[src/rtl/dec4_pkg.sv]
package dec4_pkg;

  typedef enum logic [2:0] {
    OP_CLR = 3'd0, OP_INC = 3'd1, OP_DEC = 3'd2, OP_NEG = 3'd3,
    OP_SHL = 3'd4, OP_SHR = 3'd5, OP_ADD = 3'd6, OP_SUB = 3'd7
  } opSel_e;

  typedef enum logic [2:0] {
    CND_EQ = 3'd0, CND_NE = 3'd1, CND_GT = 3'd2, CND_GE = 3'd3,
    CND_LT = 3'd4, CND_LE = 3'd5, CND_ALWAYS = 3'd6, CND_NEVER = 3'd7
  } cond_e;

  typedef enum logic [2:0] {
    Y_ZERO, Y_OPB, Y_NINE_A, Y_NINE_B, Y_ALL_NINE
  } ySel_e;

  typedef enum logic [1:0] {
    R_SUM, R_SHL, R_SHR, R_ZERO
  } resSel_e;

  typedef struct packed {
    logic    xZero;
    ySel_e   ySel;
    logic    carryIn;
    resSel_e resSel;
    logic    chkA;
    logic    chkB;
    logic    ovfEn;
  } strobes_t;

endpackage

[src/rtl/dec4_ctrl.sv]
module dec4_ctrl
  import dec4_pkg::*;
(
  input  logic [2:0] opSel,
  output strobes_t   stb
);

  always_comb begin
    stb = '{xZero: 1'b0, ySel: Y_ZERO, carryIn: 1'b0, resSel: R_SUM,
            chkA: 1'b1, chkB: 1'b0, ovfEn: 1'b0};
    case (opSel_e'(opSel))
      OP_CLR: begin
        stb.resSel = R_ZERO;
        stb.chkA   = 1'b0;
      end
      OP_INC: stb.carryIn = 1'b1;
      OP_DEC: stb.ySel = Y_ALL_NINE;
      OP_NEG: begin
        stb.xZero   = 1'b1;
        stb.ySel    = Y_NINE_A;
        stb.carryIn = 1'b1;
      end
      OP_SHL: stb.resSel = R_SHL;
      OP_SHR: stb.resSel = R_SHR;
      OP_ADD: begin
        stb.ySel  = Y_OPB;
        stb.chkB  = 1'b1;
        stb.ovfEn = 1'b1;
      end
      OP_SUB: begin
        stb.ySel    = Y_NINE_B;
        stb.carryIn = 1'b1;
        stb.chkB    = 1'b1;
        stb.ovfEn   = 1'b1;
      end
      default: stb.resSel = R_ZERO;
    endcase
  end

endmodule

[src/rtl/dec4_dp.sv]
module dec4_dp
  import dec4_pkg::*;
#(
  parameter int DIGITS = 4
) (
  input  logic [4*DIGITS-1:0] opA,
  input  logic [4*DIGITS-1:0] opB,
  input  logic [2:0]          condSel,
  input  strobes_t            stb,
  output logic [4*DIGITS-1:0] result,
  output logic                zeroFlag,
  output logic                negFlag,
  output logic                ovfFlag,
  output logic                badDigit,
  output logic                condMet
);

  localparam int W = 4 * DIGITS;

  logic [DIGITS-1:0] aDigOk, bDigOk;
  logic [W-1:0]      ninesA, ninesB, xOp, yOp, sumW, resPre;
  logic [DIGITS:0]   cy;

  for (genvar i = 0; i < DIGITS; i++) begin : g_digit
    logic [4:0] raw;
    logic       big;
    assign aDigOk[i]      = opA[4*i +: 4] < 4'd10;
    assign bDigOk[i]      = opB[4*i +: 4] < 4'd10;
    assign ninesA[4*i +: 4] = 4'd9 - opA[4*i +: 4];
    assign ninesB[4*i +: 4] = 4'd9 - opB[4*i +: 4];
    assign raw            = {1'b0, xOp[4*i +: 4]} + {1'b0, yOp[4*i +: 4]} + {4'b0, cy[i]};
    assign big            = raw > 5'd9;
    assign sumW[4*i +: 4] = big ? (raw[3:0] + 4'd6) : raw[3:0];
    assign cy[i+1]        = big;
  end

  assign cy[0] = stb.carryIn;
  assign xOp   = stb.xZero ? '0 : opA;

  always_comb begin
    case (stb.ySel)
      Y_OPB:      yOp = opB;
      Y_NINE_A:   yOp = ninesA;
      Y_NINE_B:   yOp = ninesB;
      Y_ALL_NINE: yOp = {DIGITS{4'd9}};
      default:    yOp = '0;
    endcase
  end

  always_comb begin
    case (stb.resSel)
      R_SUM:   resPre = sumW;
      R_SHL:   resPre = {opA[W-5:0], 4'd0};
      R_SHR:   resPre = {4'd0, opA[W-1:4]};
      default: resPre = '0;
    endcase
  end

  logic negX, negY, negS, aNeg, aZero, aHit;
  assign negX = xOp[W-1 -: 4] >= 4'd5;
  assign negY = yOp[W-1 -: 4] >= 4'd5;
  assign negS = sumW[W-1 -: 4] >= 4'd5;

  assign badDigit = (stb.chkA & ~&aDigOk) | (stb.chkB & ~&bDigOk);
  assign result   = badDigit ? '0 : resPre;
  assign ovfFlag  = stb.ovfEn & ~badDigit & (negX == negY) & (negS != negX);
  assign zeroFlag = result == '0;
  assign negFlag  = result[W-1 -: 4] >= 4'd5;

  assign aNeg  = opA[W-1 -: 4] >= 4'd5;
  assign aZero = opA == '0;

  always_comb begin
    case (cond_e'(condSel))
      CND_EQ:     aHit = aZero;
      CND_NE:     aHit = ~aZero;
      CND_GT:     aHit = ~aZero & ~aNeg;
      CND_GE:     aHit = ~aNeg;
      CND_LT:     aHit = aNeg;
      CND_LE:     aHit = aNeg | aZero;
      CND_ALWAYS: aHit = 1'b1;
      default:    aHit = 1'b0;
    endcase
  end

  assign condMet = aHit & (&aDigOk);

endmodule

[src/rtl/dec4_alu.sv]
module dec4_alu
  import dec4_pkg::*;
#(
  parameter int DIGITS = 4
) (
  input  logic [4*DIGITS-1:0] opA,
  input  logic [4*DIGITS-1:0] opB,
  input  logic [2:0]          opSel,
  input  logic [2:0]          condSel,
  output logic [4*DIGITS-1:0] result,
  output logic                zeroFlag,
  output logic                negFlag,
  output logic                ovfFlag,
  output logic                badDigit,
  output logic                condMet
);

  strobes_t stb;

  dec4_ctrl i_ctrl (
    .opSel (opSel),
    .stb   (stb)
  );

  dec4_dp #(.DIGITS(DIGITS)) i_dp (
    .opA      (opA),
    .opB      (opB),
    .condSel  (condSel),
    .stb      (stb),
    .result   (result),
    .zeroFlag (zeroFlag),
    .negFlag  (negFlag),
    .ovfFlag  (ovfFlag),
    .badDigit (badDigit),
    .condMet  (condMet)
  );

endmodule

[config.mk]
export PLATFORM = sky130hd
export DESIGN_NAME = dec4_alu
export DESIGN_NICKNAME = d
export VERILOG_FILES = /design/src/rtl/dec4_pkg.sv /design/src/rtl/dec4_ctrl.sv /design/src/rtl/dec4_dp.sv /design/src/rtl/dec4_alu.sv
export SDC_FILE = /design/constraint.sdc
export NUM_CORES = 1
export LEC_CHECK = 0
export ABC_AREA = 1
export BUFFER_PORTS_ARGS = -buffer_cell sky130_fd_sc_hd__buf_2
export CAP_MARGIN = 20
export CORE_MARGIN = 4
export CORE_UTILIZATION = 35
export DETAILED_ROUTE_END_ITERATION = 6
export GPL_TIMING_DRIVEN = 0
export PLACE_DENSITY = 0.66
export SLEW_MARGIN = 25
export SYNTH_ARGS = -nofsm -noshare
export SYNTH_HDL_FRONTEND = slang
export SYNTH_SLANG_ARGS = --single-unit
export TNS_END_PERCENT = 10
[constraint.sdc]
create_clock -name vclk -period 12.85
set_clock_uncertainty 0.05 [all_clocks]
set_input_delay 1.9275 -clock vclk [all_inputs]
set_output_delay 1.9275 -clock vclk [all_outputs]
set_load 0.005 [all_outputs]
== Word-level counts from Yosys, hierarchy flattened ==
Cells that the tools add are included.
Widths: inputs -> output; s select.

* Output and inout bits: 21
* Word-level logic and storage cells: 96
* Input bits: 38
* Bits in registers: 0

* $add $sub $neg: 20
* Bitwise gates (word level): 12
* Equal/unequal tests: 21
* Magnitude comparators: 17
* Mux-type cells: 15
* Reductions and logical operators: 11

{| class="wikitable"
|+ Operators with widths
! kind !! number
|-
| $pmux 16 s4 || 1
|-
| $pmux 16 s3 || 1
|-
| $logic_not 16->1 || 2
|-
| $lt 4x4->1 const B || 8
|-
| $mux 16 || 2
|-
| $sub 4x4->4 const A || 8
|-
| $eq 3x3->1 const B || 8
|-
| $add 4x4->5 || 4
|-
| $add 5x1->5 || 4
|-
| $ge 4x3->1 const B || 5
|-
| $gt 5x4->1 const B || 4
|-
| $eq 3x2->1 const B || 6
|-
| $add 4x3->4 const B || 4
|-
| $mux 4 || 4
|-
| $pmux 3 s4 || 1
|-
| $eq 3x1->1 const B || 3
|-
| $reduce_and 4->1 || 2
|-
| $and 1x1->1 || 7
|-
| $pmux 1 s7 || 1
|-
| $logic_not 3->1 || 2
|-
| $pmux 2 s3 || 1
|-
| $mux 1 || 3
|-
| $not 1->1 || 3
|-
| $reduce_or 3->1 || 1
|-
| 9 further kinds || 11
|}

== Depth between registers and ports, before layout ==
* Word-level depth: 17
* Mapped depth: 53
* Gate-level depth less buffers: 52

== Hierarchy ==
A second synthesis with hierarchy kept.

* Cell total of the unflattened synthesis: 453
* Area, all modules: 2,354.8 um^2

{| class="wikitable"
|+ By module, submodules not included
! module !! instances !! cells each !! area an instance (um^2)
|-
| dec4_dp || 1 || 438 || 2,275.9
|-
| dec4_ctrl || 1 || 15 || 78.8
|}

== Worst setup path before layout ==
No wires, ideal clock.

* Path kind: input-to-output
* Start: input opSel[2]
* End: output zeroFlag
* Arrival time: 9.270 ns
* Stages: 46
* Slack: 1.603 ns
* Required time: 10.872 ns
* Path through: buf_6 -> nand3_2 -> buf_6 -> clkbuf_1 -> clkbuf_1 -> o21ai_0 -> ha_1 -> a32o_1 -> ha_1 -> a21oi_1 -> nand2_1 -> nand2_1 -> nand3_1 -> nand2_1 -> inv_1 -> fa_1 -> fa_1 -> or2_2 -> [... 10 more ...] -> inv_1 -> fa_1 -> inv_1 -> fa_1 -> inv_1 -> ha_1 -> inv_1 -> o21ai_0 -> nand2_1 -> inv_1 -> nand2_1 -> nand2_1 -> nand2_1 -> nand3_1 -> o21ai_0 -> o21ai_1 -> nand2_1 -> nor2_2

* Cells in the longest elaborated chain, start to end: 17
* Elaborated cells on any way between the ends: 51
* Classes of those cells: add/sub: 12; order compare: 4; eq/ne: 13; mux: 14; bitwise: 3; reduce/logical: 5

{| class="wikitable"
|+ Ends and longest elaborated chain
! item !! RTL line !! source
|-
| from (decl) || dec4_alu.sv:8 || <nowiki>input logic [2:0] opSel,</nowiki>
|-
| $eq 3x3->1 or $eq 3x2->1 (tied branches) || dec4_ctrl.sv:11 || <nowiki>case (opSel_e'(opSel))</nowiki>
|-
| $pmux 3 s4 || dec4_ctrl.sv:11 ||
|-
| $eq 3x3->1 (tied with other cells) || dec4_dp.sv:41 || <nowiki>case (stb.ySel)</nowiki>
|-
| $pmux 16 s4 || dec4_dp.sv:41 ||
|-
| $add 4x4->5 || dec4_dp.sv:31 || <nowiki>assign raw = {1'b0, xOp[4*i +: 4]} + {1'b0, yOp[4*i +: 4]} + {4'b0, cy[i]};</nowiki>
|-
| $add 5x1->5 || dec4_dp.sv:31 ||
|-
| $gt 5x4->1 || dec4_dp.sv:32 || <nowiki>assign big = raw > 5'd9;</nowiki>
|-
| $add 5x1->5 || dec4_dp.sv:31 ||
|-
| $gt 5x4->1 || dec4_dp.sv:32 ||
|-
| $add 5x1->5 || dec4_dp.sv:31 ||
|-
| $gt 5x4->1 || dec4_dp.sv:32 ||
|-
| $add 5x1->5 || dec4_dp.sv:31 ||
|-
| $add 4x3->4 or $gt 5x4->1 (tied branches) || dec4_dp.sv:33, dec4_dp.sv:32 ||
|-
| $mux 4 || dec4_dp.sv:33 || <nowiki>assign sumW[4*i +: 4] = big ? (raw[3:0] + 4'd6) : raw[3:0];</nowiki>
|-
| $pmux 16 s3 || dec4_dp.sv:51 || <nowiki>case (stb.resSel)</nowiki>
|-
| $mux 16 * || dec4_dp.sv:65 || <nowiki>assign result = badDigit ? '0 : resPre;</nowiki>
|-
| $logic_not 16->1 * || dec4_dp.sv:67 || <nowiki>assign zeroFlag = result == '0;</nowiki>
|-
| to (decl) || dec4_alu.sv:11 || <nowiki>output logic zeroFlag,</nowiki>
|}

Every way passes the cells marked *; elsewhere a longest branch is shown, timed or not.

== Worst setup path after layout ==
Ends and elaborated chain as after synthesis.

==> flow_summary.json <==
{
  "mostFrequentLayoutCell": "nand2_1",
  "drtIter0Drc": 208,
  "synth_nets": 502,
  "via_count": 3003,
  "antenna_left": 0,
  "holdPathEnd": "condMet",
  "portBuffers": 58,
  "post-route-min-period_ns": 11.82,
  "viasPerCell": 5.28,
  "nClkBuffers": 0,
  "seq_area_sq_um": 0,
  "cp.required_ns": 10.87,
  "drc_errors": 0,
  "crit_top_cell": "nand2_1",
  "peakVddDrop_uv": 22.4,
  "cp.arrival_ns": 9.85,
  "final_util_pct": 42.7,
  "die_area_sq_um": 8160,
  "nFlopsAndLatches": 0,
  "syn-cell-area_sq_um": 2370,
  "rsz0062_at_grt": "false",
  "cp-end-kind": "primary output",
  "post_cts_buffers": 0,
  "die_h_microns": 90.4,
  "die_x_microns": 90.4,
  "synth_cells": 435,
  "grt_pass1_wl_mm": 13.1,
  "tns_ns": 0,
  "avgSynthCellArea_sq_um": 5.46,
  "yosys_warnings": 0,
  "diodes": 0,
  "cts_hold_buf": 0,
  "maxCapViolations": 0,
  "antenna_found_initial": 0,
  "drv_slew": 0,
  "dp_hpwl_mm": 6.69,
  "worst_slack_ns": 1.03,
  "grt_util_all_layers_pct": 18.8,
  "area_growth_pct": 16.2,
  "cp-start-kind": "input port",
  "initial_utilization_pct": 36.7,
  "hp-start": "condSel[0]",
  "slowest_delay_ns": 0.45,
  "worstSetupPathType": "input port to primary output",
  "fmax_mhz": 84.6,
  "gp_congestion": 0.888,
  "status": "complete, no violations",
  "whs_path_depth": 4,
  "synth_cell_types": 40,
  "leakagePower_nw": 1.72,
  "avgRoutedWirePerCell_microns": 13.8,
  "powerDensity_nw_per_um2": 66.4,
  "layout_common_cells": "nand2_1 (124), inv_1 (74), buf_2 (58), nand3_1 (49), o21ai_0 (36)",
  "report.final.setup_viol": 0,
  "crit_family": "adder cells",
  "slew_headroom_pct": 66.7,
  "fin_crit_sh_pct": 92.0,
  "place_inst": 570,
  "final_layout_size_suffix_gt1_share_pct": 18.9,
  "coreArea_sq_um": 6460,
  "cp_max_fo": 19,
  "fin_nets": 561,
  "grt_pass1_vias": 2828,
  "first_pass_iters": 6,
  "dp_slack_ns": 0.591,
  "num_rows": 29,
  "synth-seq-area-share_pct": 0,
  "finalHoldViolations": 0,
  "gr-total-overflow": 0,
  "slowest_stage": "fa_1",
  "fin_cells": 569,
  "drt-total-wl_mm": 7.83,
  "cp.buffers_inverters": 11,
  "io_pins": 59,
  "hp-class": "input port to primary output",
  "fill_cells": 730,
  "total_power_w": 0.000183,
  "timing_worst_slew_pin_value_ns": 0.495,
  "grt_max_degree": 11
}
report_power, final:
part	switching [W]	leakage, nW	internal [W]
Sequential	0	0	0
Clock	0	0	0
Combinational	0.000113	1.72	0.0000699
Total	0.000113	1.72	0.0000699
layer usage:
metal	global-route usage [%]	vias up	share of wire, %
li1	-	1520	-
met1	24.7	1377	45
met2	34.4	97	48
met3	1.17	9	6.2
met4	2.17	0	1.1
met5	0	-	0
worst max-delay path by stage:
stage                    end  startpoint  depth (start not counted)
floorplan           zeroFlag    opSel[2]                         46
global route        zeroFlag    opSel[2]                         48
finish              zeroFlag    opSel[2]                         46
global placement    zeroFlag    opSel[2]                         47
CTS                 zeroFlag    opSel[2]                         47
detailed placement  zeroFlag    opSel[2]                         47
cell families after synthesis:
kind of cell	share of synthesized area, %
AO/OA/AOI/OAI	19.5
XOR/XNOR	1.48
adder cells (fa/ha/maj)	17.8
buffers and inverters	15.9
AND/OR/NAND/NOR	45.3
Yosys cell counts, drive strengths merged, types with 3 or more instances:
cell type / count / share of area [%]
nor2: 41 / 8.4
xor2: 4 / 1.5
fa: 8 / 6.7
a32o: 4 / 1.7
nand2: 130 / 22
or2: 4 / 1.1
o21ai: 42 / 9.6
inv: 80 / 13
ha: 21 / 11
a22oi: 6 / 1.9
buf: 7 / 2.8
a31oi: 3 / 0.79
nand3: 52 / 12
and2: 4 / 1.1
a21oi: 14 / 3.0
repair_timing:
item | CTS | global route
resized for setup | 0 | 2
hold endpoints to repair | 0 | 0
setup endpoints to repair | 0 | 3
through the flow:
stage | hold slack [ns] | cell area [sq um]
final | 4.17 | 2760
after global routing | 4.21 | 2760
after CTS | 4.17 | 2760
after detailed placement | 4.17 | 2760
after global placement | 4.17 | 2760
after floorplan | 3.92 | 2370
cell type report:
type	count	area, sq um	area share [%]
well taps	77	96.3	3.49
inverters	80	303	11.0
plain buffers	8	72.6	2.63
multi-input cells	346	2000	72.4
repair buffers	58	290	10.5
Note: power is estimated with default switching activity, not from simulation.
